$ cat src/rtl/pclk_pkg.sv
package pclk_pkg;
    typedef enum logic [1:0] {
        ST_IDLE   = 2'd0,
        ST_SCAN   = 2'd1,
        ST_FINISH = 2'd2
    } scan_st_e;
endpackage

$ cat src/rtl/pclk_cand_eval.sv
module pclk_cand_eval #(
    parameter int TW          = 17,
    parameter int MW          = 6,
    parameter int DW          = 4,
    parameter int PW          = 18,
    parameter int REF_KHZ     = 12000,
    parameter int PRE_SHIFT   = 2,
    parameter int PLL_MIN_KHZ = 20000,
    parameter int PLL_MAX_KHZ = 228000,
    parameter int PIX_MAX_KHZ = 96000,
    parameter int BAND1_KHZ   = 40000,
    parameter int BAND2_KHZ   = 80000,
    parameter int BAND3_KHZ   = 160000
) (
    input  logic [MW-1:0] m,
    input  logic [DW-1:0] d,
    input  logic [TW-1:0] tgt,
    input  logic          pre,
    output logic          ok,
    output logic [PW-1:0] pll,
    output logic [1:0]    band
);
    localparam int XA = PW + MW;
    localparam int XB = TW + DW + 1;
    localparam int XW = (XA > XB) ? XA : XB;

    logic [XW-1:0] ref_w, pll_w, tgt_lim, pix_lim;

    always_comb begin
        ref_w   = pre ? XW'(REF_KHZ >> PRE_SHIFT) : XW'(REF_KHZ);
        pll_w   = XW'(m) * ref_w;
        tgt_lim = XW'(tgt) * XW'(d) * XW'(2);
        pix_lim = XW'(PIX_MAX_KHZ) * XW'(d) * XW'(2);
        ok      = (d != '0) && (pll_w >= XW'(PLL_MIN_KHZ)) && (pll_w <= XW'(PLL_MAX_KHZ))
                  && (pll_w <= pix_lim) && (pll_w <= tgt_lim);
        pll     = PW'(pll_w);
        if (pll_w >= XW'(BAND3_KHZ))      band = 2'b11;
        else if (pll_w >= XW'(BAND2_KHZ)) band = 2'b10;
        else if (pll_w >= XW'(BAND1_KHZ)) band = 2'b01;
        else                              band = 2'b00;
    end
endmodule

$ cat src/rtl/pclk_best_cmp.sv
module pclk_best_cmp #(
    parameter int PW = 18,
    parameter int DW = 4
) (
    input  logic          have_best,
    input  logic [PW-1:0] pll_c,
    input  logic [DW-1:0] d_c,
    input  logic [PW-1:0] pll_b,
    input  logic [DW-1:0] d_b,
    output logic          better
);
    localparam int CW = PW + DW;
    logic [CW-1:0] lhs, rhs;

    always_comb begin
        lhs    = CW'(pll_c) * CW'(d_b);
        rhs    = CW'(pll_b) * CW'(d_c);
        better = !have_best || (lhs > rhs);
    end
endmodule

$ cat src/rtl/pclk_rate_div.sv
module pclk_rate_div #(
    parameter int PW = 18,
    parameter int DW = 4,
    parameter int TW = 17
) (
    input  logic [PW-1:0] pll,
    input  logic [DW-1:0] d,
    output logic [TW-1:0] rate
);
    logic [PW-1:0] den, quo;

    always_comb begin
        den  = (d == '0) ? PW'(1) : (PW'(d) << 1);
        quo  = pll / den;
        rate = TW'(quo);
    end
endmodule

$ cat src/rtl/pclk_search.sv
module pclk_search
    import pclk_pkg::*;
#(
    parameter int TW          = 17,
    parameter int MW          = 6,
    parameter int DW          = 4,
    parameter int D_MAX       = 12,
    parameter int M_MAX_NORM  = 19,
    parameter int M_MAX_PRE   = 63,
    parameter int REF_KHZ     = 12000,
    parameter int PRE_SHIFT   = 2,
    parameter int PLL_MIN_KHZ = 20000,
    parameter int PLL_MAX_KHZ = 228000,
    parameter int PIX_MAX_KHZ = 96000
) (
    input  logic                 clk,
    input  logic                 rst_n,
    input  logic                 start,
    input  logic [TW-1:0]        target_khz,
    input  logic                 prescale_en,
    output logic                 busy,
    output logic                 done,
    output logic                 valid,
    output logic [2+MW+DW-1:0]   word,
    output logic [TW-1:0]        achieved_khz
);
    localparam int PW = $clog2(PLL_MAX_KHZ + 1);
    localparam int WW = 2 + MW + DW;
    localparam logic [MW-1:0] M_LAST_N = MW'(M_MAX_NORM);
    localparam logic [MW-1:0] M_LAST_P = MW'(M_MAX_PRE);
    localparam logic [DW-1:0] D_LAST   = DW'(D_MAX);

    typedef struct packed {
        scan_st_e      st;
        logic [MW-1:0] m;
        logic [DW-1:0] d;
        logic [TW-1:0] tgt;
        logic          pre;
        logic          found;
        logic [MW-1:0] bm;
        logic [DW-1:0] bd;
        logic [PW-1:0] bpll;
        logic [1:0]    bband;
        logic          busy;
        logic          done;
        logic          valid;
        logic [WW-1:0] word;
        logic [TW-1:0] ach;
    } regs_t;

    regs_t r_q, r_d;

    logic          cand_ok, cand_better;
    logic [PW-1:0] cand_pll;
    logic [1:0]    cand_band;
    logic [TW-1:0] best_rate;
    logic [MW-1:0] m_last;

    pclk_cand_eval #(
        .TW(TW), .MW(MW), .DW(DW), .PW(PW), .REF_KHZ(REF_KHZ), .PRE_SHIFT(PRE_SHIFT),
        .PLL_MIN_KHZ(PLL_MIN_KHZ), .PLL_MAX_KHZ(PLL_MAX_KHZ), .PIX_MAX_KHZ(PIX_MAX_KHZ)
    ) u_eval (
        .m(r_q.m), .d(r_q.d), .tgt(r_q.tgt), .pre(r_q.pre),
        .ok(cand_ok), .pll(cand_pll), .band(cand_band)
    );

    pclk_best_cmp #(.PW(PW), .DW(DW)) u_cmp (
        .have_best(r_q.found), .pll_c(cand_pll), .d_c(r_q.d),
        .pll_b(r_q.bpll), .d_b(r_q.bd), .better(cand_better)
    );

    pclk_rate_div #(.PW(PW), .DW(DW), .TW(TW)) u_div (
        .pll(r_q.bpll), .d(r_q.bd), .rate(best_rate)
    );

    always_comb begin
        r_d    = r_q;
        r_d.done = 1'b0;
        m_last = r_q.pre ? M_LAST_P : M_LAST_N;
        case (r_q.st)
            ST_IDLE: begin
                if (start) begin
                    r_d.st    = ST_SCAN;
                    r_d.m     = MW'(1);
                    r_d.d     = DW'(1);
                    r_d.tgt   = target_khz;
                    r_d.pre   = prescale_en;
                    r_d.found = 1'b0;
                    r_d.bm    = '0;
                    r_d.bd    = '0;
                    r_d.bpll  = '0;
                    r_d.bband = '0;
                    r_d.busy  = 1'b1;
                end
            end
            ST_SCAN: begin
                if (cand_ok && cand_better) begin
                    r_d.found = 1'b1;
                    r_d.bm    = r_q.m;
                    r_d.bd    = r_q.d;
                    r_d.bpll  = cand_pll;
                    r_d.bband = cand_band;
                end
                if (r_q.d == D_LAST) begin
                    r_d.d = DW'(1);
                    if (r_q.m == m_last) r_d.st = ST_FINISH;
                    else                 r_d.m  = r_q.m + MW'(1);
                end else begin
                    r_d.d = r_q.d + DW'(1);
                end
            end
            ST_FINISH: begin
                r_d.st    = ST_IDLE;
                r_d.busy  = 1'b0;
                r_d.done  = 1'b1;
                r_d.valid = r_q.found;
                r_d.word  = r_q.found ? {r_q.bband, r_q.bm, r_q.bd} : '0;
                r_d.ach   = r_q.found ? best_rate : '0;
            end
            default: r_d.st = ST_IDLE;
        endcase
    end

    always_ff @(posedge clk) begin
        if (!rst_n) r_q <= '0;
        else        r_q <= r_d;
    end

    assign busy         = r_q.busy;
    assign done         = r_q.done;
    assign valid        = r_q.valid;
    assign word         = r_q.word;
    assign achieved_khz = r_q.ach;

    assert_done_pulse_R8: assert property (@(posedge clk) disable iff (!rst_n)
        done |=> !done);
    assert_busy_done_excl_R8: assert property (@(posedge clk) disable iff (!rst_n)
        !(busy && done));
    assert_empty_zero_R7: assert property (@(posedge clk) disable iff (!rst_n)
        (done && !valid) |-> (word == '0 && achieved_khz == '0));
    assert_under_target_R5: assert property (@(posedge clk) disable iff (!rst_n)
        (done && valid) |-> (achieved_khz <= r_q.tgt));
    assert_pix_cap_R3: assert property (@(posedge clk) disable iff (!rst_n)
        done |-> (achieved_khz <= TW'(PIX_MAX_KHZ)));
    assert_div_range_R3: assert property (@(posedge clk) disable iff (!rst_n)
        (done && valid) |-> (word[DW-1:0] != '0 && word[DW-1:0] <= D_LAST));
    assert_word_hold_R11: assert property (@(posedge clk) disable iff (!rst_n)
        (busy && $past(rst_n)) |-> ($stable(word) && $stable(valid)));
endmodule

$ cat config.mk
export PLATFORM = sky130hd
export DESIGN_NAME = pclk_search
export DESIGN_NICKNAME = d
export VERILOG_FILES = /design/src/rtl/pclk_pkg.sv /design/src/rtl/pclk_cand_eval.sv /design/src/rtl/pclk_best_cmp.sv /design/src/rtl/pclk_rate_div.sv /design/src/rtl/pclk_search.sv
export SDC_FILE = /design/constraint.sdc
export NUM_CORES = 1
export LEC_CHECK = 0
export ABC_AREA = 1
export BUFFER_PORTS_ARGS = -buffer_cell sky130_fd_sc_hd__buf_2
export CORE_MARGIN = 8
export CORE_UTILIZATION = 56
export DETAILED_ROUTE_END_ITERATION = 16
export PLACE_DENSITY = 0.83
export SYNTH_ARGS = -nofsm -noshare
export SYNTH_HDL_FRONTEND = slang
export SYNTH_SLANG_ARGS = --single-unit
$ cat constraint.sdc
create_clock -name clk -period 41.7 [get_ports clk]
set_clock_uncertainty 0.1 [all_clocks]
set_input_delay 6.255 -clock clk [delete_from_list [all_inputs] [get_ports clk]]
set_output_delay 6.255 -clock clk [all_outputs]
set_load 0.01 [all_outputs]
Word level (Yosys, flattened, before mapping)
Cells that the tools add are included.
Word-level totals
  output and inout port bits: 32
  logic and storage cells: 77
  input port bits: 21
  register bits after elaboration: 93
Operators by class
  $lt $le $gt $ge: 8
  $mul: 5
  multiplexer cells: 19
  add/sub/neg operators: 2
  reduce and logical (&&, ||, !) cells: 18
  divide/modulo/power cells: 1
  eq/ne operators: 9
Operators with widths (count)
  31-bit two-way mux: 2
  62-bit two-way mux: 1
  31-bit one-hot mux with 2 select lines: 1
  24-bit by 22-bit <= comparator with 1-bit output: 2
  18-bit by 4-bit multiplier with 22-bit output: 2
  24-bit by 15-bit >= comparator with 1-bit output, second input constant: 1
  24-bit by 16-bit >= comparator with 1-bit output, second input constant: 1
  24-bit by 17-bit >= comparator with 1-bit output, second input constant: 1
  24-bit by 18-bit >= comparator with 1-bit output, second input constant: 1
  24-bit by 18-bit <= comparator with 1-bit output, second input constant: 1
  6-bit by 24-bit multiplier with 24-bit output: 1
  22-bit > comparator: 1
  17-bit by 4-bit multiplier with 21-bit output: 1
  10-bit one-hot mux with 2 select lines: 1
  18-bit by 18-bit divider with 18-bit output: 1
  17-bit two-way mux: 1
  14-bit two-way mux: 1
  9-bit by 4-bit multiplier with 13-bit output, first input constant: 1
  12-bit two-way mux: 1
  6-bit two-way mux: 2
  2-bit inequality test, second input constant: 5
  8-bit two-way mux: 1
  6-bit by 1-bit adder with 6-bit output, second input constant: 1
  6-bit equality test: 1
  other kinds (20): 30

Logic depth before layout (Yosys ltp)
Gate-level depths: netlist (run 1).
  depth in word-level cells: 10
  depth in mapped cells: 206
  mapped depth without buffers: 200

Cells and area by module
From an unflattened synthesis (run 1), not the netlist that was laid out.
Unflattened totals
  cells, all modules: 3531
  area total of the unflattened synthesis: 21663.3 µm²
Modules (own cells, without submodules)
  pclk_rate_div: area each 6434.9 µm², cells an instance 1163, instances 1
  pclk_best_cmp: area each 5743.0 µm², cells an instance 990, instances 1
  pclk_cand_eval: area each 5669.2 µm², cells an instance 883, instances 1
  pclk_search: area each 3816.2 µm², cells an instance 495, instances 1

Worst setup path before layout (run 1)
OpenSTA, ideal clock, no wires.
  kind: reg2reg
  from: reg r_q[54] (netlist name)
  to: reg r_q (netlist bit achieved_khz[0])
  cell stages (with the launch flop): 197
  clock period less this slack: 25.058 ns
  data arrival time: 24.828 ns
  slack: 16.642 ns
  setup time: 0.130 ns
  path buffers: 5
  cell sequence: dfxtp_1 > buf_6 > nor2_4 > nand2_1 > ha_1 > nand3_1 > and2_1 > ha_1 > nand2_1 > nand3b_1 > nand2_2 > nand2_1 > nand2_1 > inv_1 > ha_1 > nand2_1 > nand3_1 > nand2_1 > (+161 left out) > nand2_1 > or2_2 > a21oi_1 > nor2_4 > nand2_2 > nor2_4 > nand2_2 > inv_1 > nand2_1 > o21ai_0 > ha_1 > a21o_1 > nand4_1 > nand2_1 > nor2_1 > nand3_1 > nand2_1 > a21oi_1
On the way
  cells in the longest elaborated chain, start to end: 4
RTL lines
  start, declared: RTL line pclk_search.sv:51  | regs_t r_q, r_d;
  start signal, assigned: RTL line pclk_search.sv:126  | else r_q <= r_d;
  4-bit logical NOT: RTL line pclk_rate_div.sv:13  | den = (d == '0) ? PW'(1) : (PW'(d) << 1);
  5-bit two-way mux *: RTL line pclk_rate_div.sv:13
  18-bit by 18-bit divider with 18-bit output *: RTL line pclk_rate_div.sv:14  | quo = pll / den;
  17-bit two-way mux *: RTL line pclk_search.sv:118  | r_d.ach = r_q.found ? best_rate : '0;
Every way passes the cells marked *; elsewhere a longest branch is shown, timed or not.
A chain may end at the register's enable or synchronous reset.

Worst setup path after layout (run 1)
  from: reg r_q[55] (netlist name)
  to: reg r_q (netlist bit achieved_khz[0])
The elaborated chain is that of the path after synthesis.

==> impl_metrics.ini, run 1 <==
[run_status]
outcome = finished clean

[sta]
tightest_slew_ns = 1.05
slew_viol_final = 0
finalHoldViolCount = 0
fin_crit_sh_pct = 70.8
maxSlewHeadroom_pct = 29.7
fin_tns_setup_ns = 0
setup_viol = 0
max_freq_ghz = 0.0338
rsz0062_at_grt = false
period_minus_slack_ns = 29.54

[route]
drtIter0Drc = 1119
drtAntennaViolNets = 0
wire_per_inst_um = 14.8
wl_met2_um = 24100
wl_met3_um = 2510
vias = 17795
drc = 0
viasPerCell = 5.46
firstDrtPassIters = 6
top_layer = met4
wl_um = 48300
wl_met1_um = 20100

[worst_hold_path]
hold_class = reg -> reg

[flow_run]
maxCapViolCount = 0

[synthesis]
synth_top_area_cell = ha_1
synthCells = 2828
synth_top_area_share_pct = 17.1
ys_async_sr_fraction_pct = 0
syn_area_um2 = 18800
synth_area_leaders = ha_1 (17%), nand2_1 (14%), fa_1 (13%), inv_1 (9.8%), dfxtp_1 (9.6%)
avgSynthCellArea_um2 = 6.65
synth_ff_type = dfxtp_1
synth_warnings = 0
ys_seq_elements = 90
ys_types = 62
synth_edf_count = 0
ys_seq_area_share_pct = 9.58

[critical_path]
cp.required_ns = 41.82
worst_setup_path_start_kind = flip-flop
ff2ff_setup_slack_ns = 12.16
crit_path_top_delay_cell = nand2_1
critPathCaptureType = flip-flop
path_class = reg -> reg
critPathMaxFanout = 24
worstPathArrival_ns = 29.67
cpPeakStageDelay_ns = 0.61
cpMostUsedCell = nand2_1

[clock_tree]
cts_max_level = 3
numClockSinks = 90
cts_buffers = 9
cts_buffer_depth = 2
post_cts_buffers = 0
root_buffer = clkbuf_16
path_clk_slew_ns = 0.08
clk-insertion-delay-late_ns = 0.37
post_cts_resized = 0
cts_tree = done
cts_hold_buf = 0

[floorplan]
ioPinCount = 53
die_area_um2 = 39700
core_um2 = 33300
initial_core_util_pct = 56.5
dieHeight_um = 199
die_w_um = 199
core.rowCount = 67

[finish]
fin_area_um2 = 19500
drive_gt1_share_pct = 7.86
final_cell_mix = nand2_1 (713), inv_1 (491), ha_1 (257)
num-nets-final = 3201
diodes = 0
layout_commonest_cell = nand2_1
nFillCells = 3111
area_delta_synth_final_pct = 3.39

[global_routing]
grt_pass1_vias = 17827
grt_usage_pct = 24.6
antenna_found_initial = 0
gr-total-overflow = 0
grt_max_degree = 64
grt_pass1_wl_um = 81500

[placement]
gp_congestion = 0.925
io_buffers = 52
dpl.hpwl_um = 38500
place_area_um2 = 19100
## cell usage after synthesis (2+ instances only)
library cell and instances:
inv_2 18, xor2_1 75, a211oi_1 4, nor2_1 185
nand3_1 142, nor3b_1 2, o21bai_1 31, ha_1 257
o21ai_0 109, o31ai_1 5, o211ai_1 7, o21ai_2 4
inv_1 491, a31oi_1 4, o21a_1 4, o21ai_1 8
dfxtp_1 90, nor4_1 3, a41oi_1 2, clkbuf_1 53
nand2_2 30, buf_1 3, xnor2_1 39, nor3_1 17
a21oi_1 193, nand3_2 20, a21o_1 7, o2111ai_1 2
buf_4 32, o311ai_0 3, nor2_2 10, nor2_4 17
clkinv_1 3, nand3_4 12, fa_1 118, nand2_4 9
nand4_1 49, or2_2 14, nand2_1 713, conb_1 2
o221ai_1 2, buf_6 9, and2_1 3, nand3b_1 9
## critical path, delay by kind of cell (launching register included)
| family | cells | cell delay, ns |
|---|---|---|
| AO/OA/AOI/OAI | 38 | 6.34 |
| buffers and inverters | 27 | 3.00 |
| AND/OR/NAND/NOR | 103 | 13.43 |
| adder cells (fa/ha/maj) | 18 | 5.88 |
| flip-flops | 1 | 0.59 |
## per-stage QoR
stage	hold WS [ns]	std cells	setup WS, ns	util [%]
5_1_grt	0.381	3258	8.87	58.4
3_3_place_gp	0.350	3242	14.02	57.5
2_1_floorplan	0.341	2832	16.64	-
6_report	0.360	3258	12.16	58.4
4_1_cts	0.365	3258	12.37	58.4
3_5_place_dp	0.353	3242	12.46	57.5
## cells by family (layout without fill, tap and decap cells)
kind of cell	after synthesis	in the layout	share of synthesized area [%]
adder cells (fa/ha/maj)	375	375	29.6
other	2	6	0.0399
AO/OA/AOI/OAI	394	394	11.8
XOR/XNOR	114	114	5.31
AND/OR/NAND/NOR	1240	1240	30.3
flip-flops	90	90	9.58
buffers and inverters	613	591	13.4
## worst paths after layout
check / cells past startpoint / to / from
hold / removal: 2 / busy / busy
setup reg to reg: 186 / achieved_khz[0] / r_q[55]
setup / recovery: 186 / achieved_khz[0] / r_q[55]
hold reg to reg: 2 / busy / busy
## flip-flops by register name, summed over array words and instances (netlist names)
signal        flops
busy              1
achieved_khz     17
word             12
valid             1
r_q              58
done              1
## area by class of cell
type	count	area, µm²	area share (%)
flip-flops and latches	90	1800	9.26
clock inverters	7	78.8	0.405
well taps	448	561	2.88
clock buffers	9	225	1.16
multi-input cells	2129	14500	74.7
inverters	513	1930	9.91
repair buffers	62	335	1.72
## per-layer routing
metal,GRT usage [%],up-vias
li1,-,8911
met1,28.2,8276
met2,45.7,490
met3,3.27,118
met4,9.74,0
met5,0,-
Power of run 1 is left out: the tool's default activity adds up to more than one toggle a clock period on the data nets, which glitch-free logic cannot reach.
==> inputs of run 2 (changes only) <==
--- a/config.mk
+++ b/config.mk
@@ -5,12 +5,12 @@
 export SDC_FILE = /design/constraint.sdc
 export NUM_CORES = 1
 export LEC_CHECK = 0
-export ABC_AREA = 1
+export ABC_AREA = 0
 export BUFFER_PORTS_ARGS = -buffer_cell sky130_fd_sc_hd__buf_2
 export CORE_MARGIN = 8
 export CORE_UTILIZATION = 56
 export DETAILED_ROUTE_END_ITERATION = 16
-export PLACE_DENSITY = 0.83
+export PLACE_DENSITY = 0.86
 export SYNTH_ARGS = -nofsm -noshare
 export SYNTH_HDL_FRONTEND = slang
 export SYNTH_SLANG_ARGS = --single-unit
==> constraint.sdc (replaced) <==
create_clock -name clk -period 25.1 [get_ports clk]
set_clock_uncertainty 0.1 [all_clocks]
set_input_delay 3.765 -clock clk [delete_from_list [all_inputs] [get_ports clk]]
set_output_delay 3.765 -clock clk [all_outputs]
set_load 0.01 [all_outputs]
==> run 2 against run 1 <==
  * The run now ends with capacitance limit, slew limit, setup timing left
  * Global-route usage up 8.8 points
  * Largest cell class unchanged
  * Worst setup slack worse by 17 ns
  * Critical path depth fell by 29
  * Highest routed layer unchanged
==> impl_metrics.ini, run 2 <==
[clock_tree]
clk-insertion-delay-late_ns = 0.38
path_clk_slew_ns = 0.07
cts_buffer_depth = 2
numClockSinks = 90
cts_tree = done
cts_hold_buf = 0
cts_max_level = 3
root_buffer = clkbuf_16
cts_buffers = 9

[floorplan]
initial_core_util_pct = 56.6
core_um2 = 33400
ioPinCount = 53
core.rowCount = 67
die_area_um2 = 39900
dieHeight_um = 200
die_w_um = 200

[sta]
maxSlewHeadroom_pct = -9.46
max_freq_ghz = 0.0332
setup_viol = 4
slew_viol_final = 2
fin_tns_setup_ns = -13.22
finalHoldViolCount = 0
period_minus_slack_ns = 30.12
tightest_slew_ns = 1.63
fin_ws_ns = -5.02
fin_crit_sh_pct = 120
rsz0062_at_grt = true

[critical_path]
path_class = reg -> reg
critPathMaxFanout = 6
crit_path_top_delay_cell = or4_4
cpPeakStageDelay_ns = 0.44
rr_worst_depth = 157
worst_setup_path_start_kind = flip-flop
worstPathArrival_ns = 30.28
critPathCaptureType = flip-flop
cp.required_ns = 25.26

[placement]
dpl.hpwl_um = 48400
gp_congestion = 0.958
io_buffers = 52
place_ws_ns = -4.00

[route]
wl_um = 75500
drtIter0Drc = 2820
firstDrtPassIters = 10
wire_per_inst_um = 21.8
viasPerCell = 6.46
drc = 0
vias = 22350
drtAntennaViolNets = 0

[finish]
num-nets-final = 3403
regMostFlops = r_q
area_delta_synth_final_pct = 32.5
largest_register_ffs = 58
final_cell_mix = buf_4 (582), nand2_1 (304), ha_1 (236)
layout_commonest_cell = buf_4
fin_util_pct = 75.1
top_regs = r_q: 58 flops, achieved_khz: 17 flops, word: 12 flops
drive_gt1_share_pct = 29.6

[synthesis]
ys_seq_area_share_pct = 9.54
synth_edf_count = 0
syn_area_um2 = 18900
synth_ff_type = dfxtp_1
synthCells = 2462
synth_warnings = 0
avgSynthCellArea_um2 = 7.67
ys_async_sr_fraction_pct = 0
ys_types = 108
synth_area_leaders = ha_1 (17%), fa_1 (13%), dfxtp_1 (9.5%), nand2_1 (6.2%), inv_1 (4.5%)
synth_commonest_cells = nand2_1 (314), ha_1 (257), inv_1 (226)
synth_top_area_share_pct = 17.0
yosysMostFrequentCell = nand2_1
synth_top_area_cell = ha_1
ys_seq_elements = 90

[run_status]
outcome = finished with violations
violations = capacitance limit, slew limit, setup timing

[global_routing]
grt_pass1_wl_um = 109000
gr-total-overflow = 0
grt_usage_pct = 33.4
grt_max_degree = 87
grt_pass1_vias = 22909
antenna_found_initial = 1

[worst_hold_path]
hold_class = reg -> reg
holdPathStages = 2

[flow_run]
maxCapViolCount = 1
-- run 2: critical path: cells and delay by family (launching register included) --
family                     cells  cell delay, ns
AOI/OAI and AO/OA             57           10.62
and+or+nand+nor               50            9.09
adders and majority gates     18            4.73
buffers and inverters         24            2.78
muxes                          7            1.93
DFF                            1            0.34
xor gates and xnor gates       1            0.29
-- run 2: path summary, 6_finish.rpt --
check / start / to / slack [ns]
worst min-delay path: word[4] / word[4] / 0.37
worst max-delay path: r_q[53] / achieved_khz[0] / -5.02
worst min register to register: word[4] / word[4] / 0.37
worst max register to register: r_q[53] / achieved_khz[0] / -5.02
-- run 2: cell families (layout without fill, tap and decap cells) --
kind of cell | count (synthesis) | in the layout | synth area share (%)
adders and majority gates | 376 | 376 | 29.6
AOI/OAI and AO/OA | 605 | 605 | 22.1
and+or+nand+nor | 886 | 886 | 23.6
other | 2 | 7 | 0.0397
muxes | 44 | 44 | 2.46
DFF | 90 | 90 | 9.54
buffers and inverters | 351 | 897 | 7.66
xor gates and xnor gates | 108 | 108 | 5.05
-- run 2: area by class of cell --
cell class,count,area (µm²)
diodes,1,2.50
clock buffers,9,225
clock inverters,7,75.1
fillers,2160,8320
inverters,228,867
multi-input cells,2025,16700
flip-flops and latches,90,1800
well taps,448,561
repair buffers,653,4840
-- run 2: timing repair --
| item | CTS | global route |
|---|---|---|
| endpoints found under the setup margin | 4 | 4 |
| pin swaps | 68 | 71 |
| buffers inserted | 127 | 37 |
| gates resized for setup | 66 | 65 |
-- run 2: routing by layer --
metal	share of wire (%)	track usage, %	vias to the layer above
met2	45	57.5	1752
met4	8.8	21.8	0
met3	12	7.49	670
li1	-	-	9638
met5	0	0	-
met1	34	36.7	10290
-- run 2: through the flow --
step	hold slack [ns]	area, µm²	instances
floorplan	0.341	19500	2466
global placement	0.352	23000	3288
detailed placement	0.359	23000	3288
CTS	0.370	24500	3430
global route	0.390	25000	3460
finish	0.366	25000	3461
Power of run 2 is left out for the same reason.
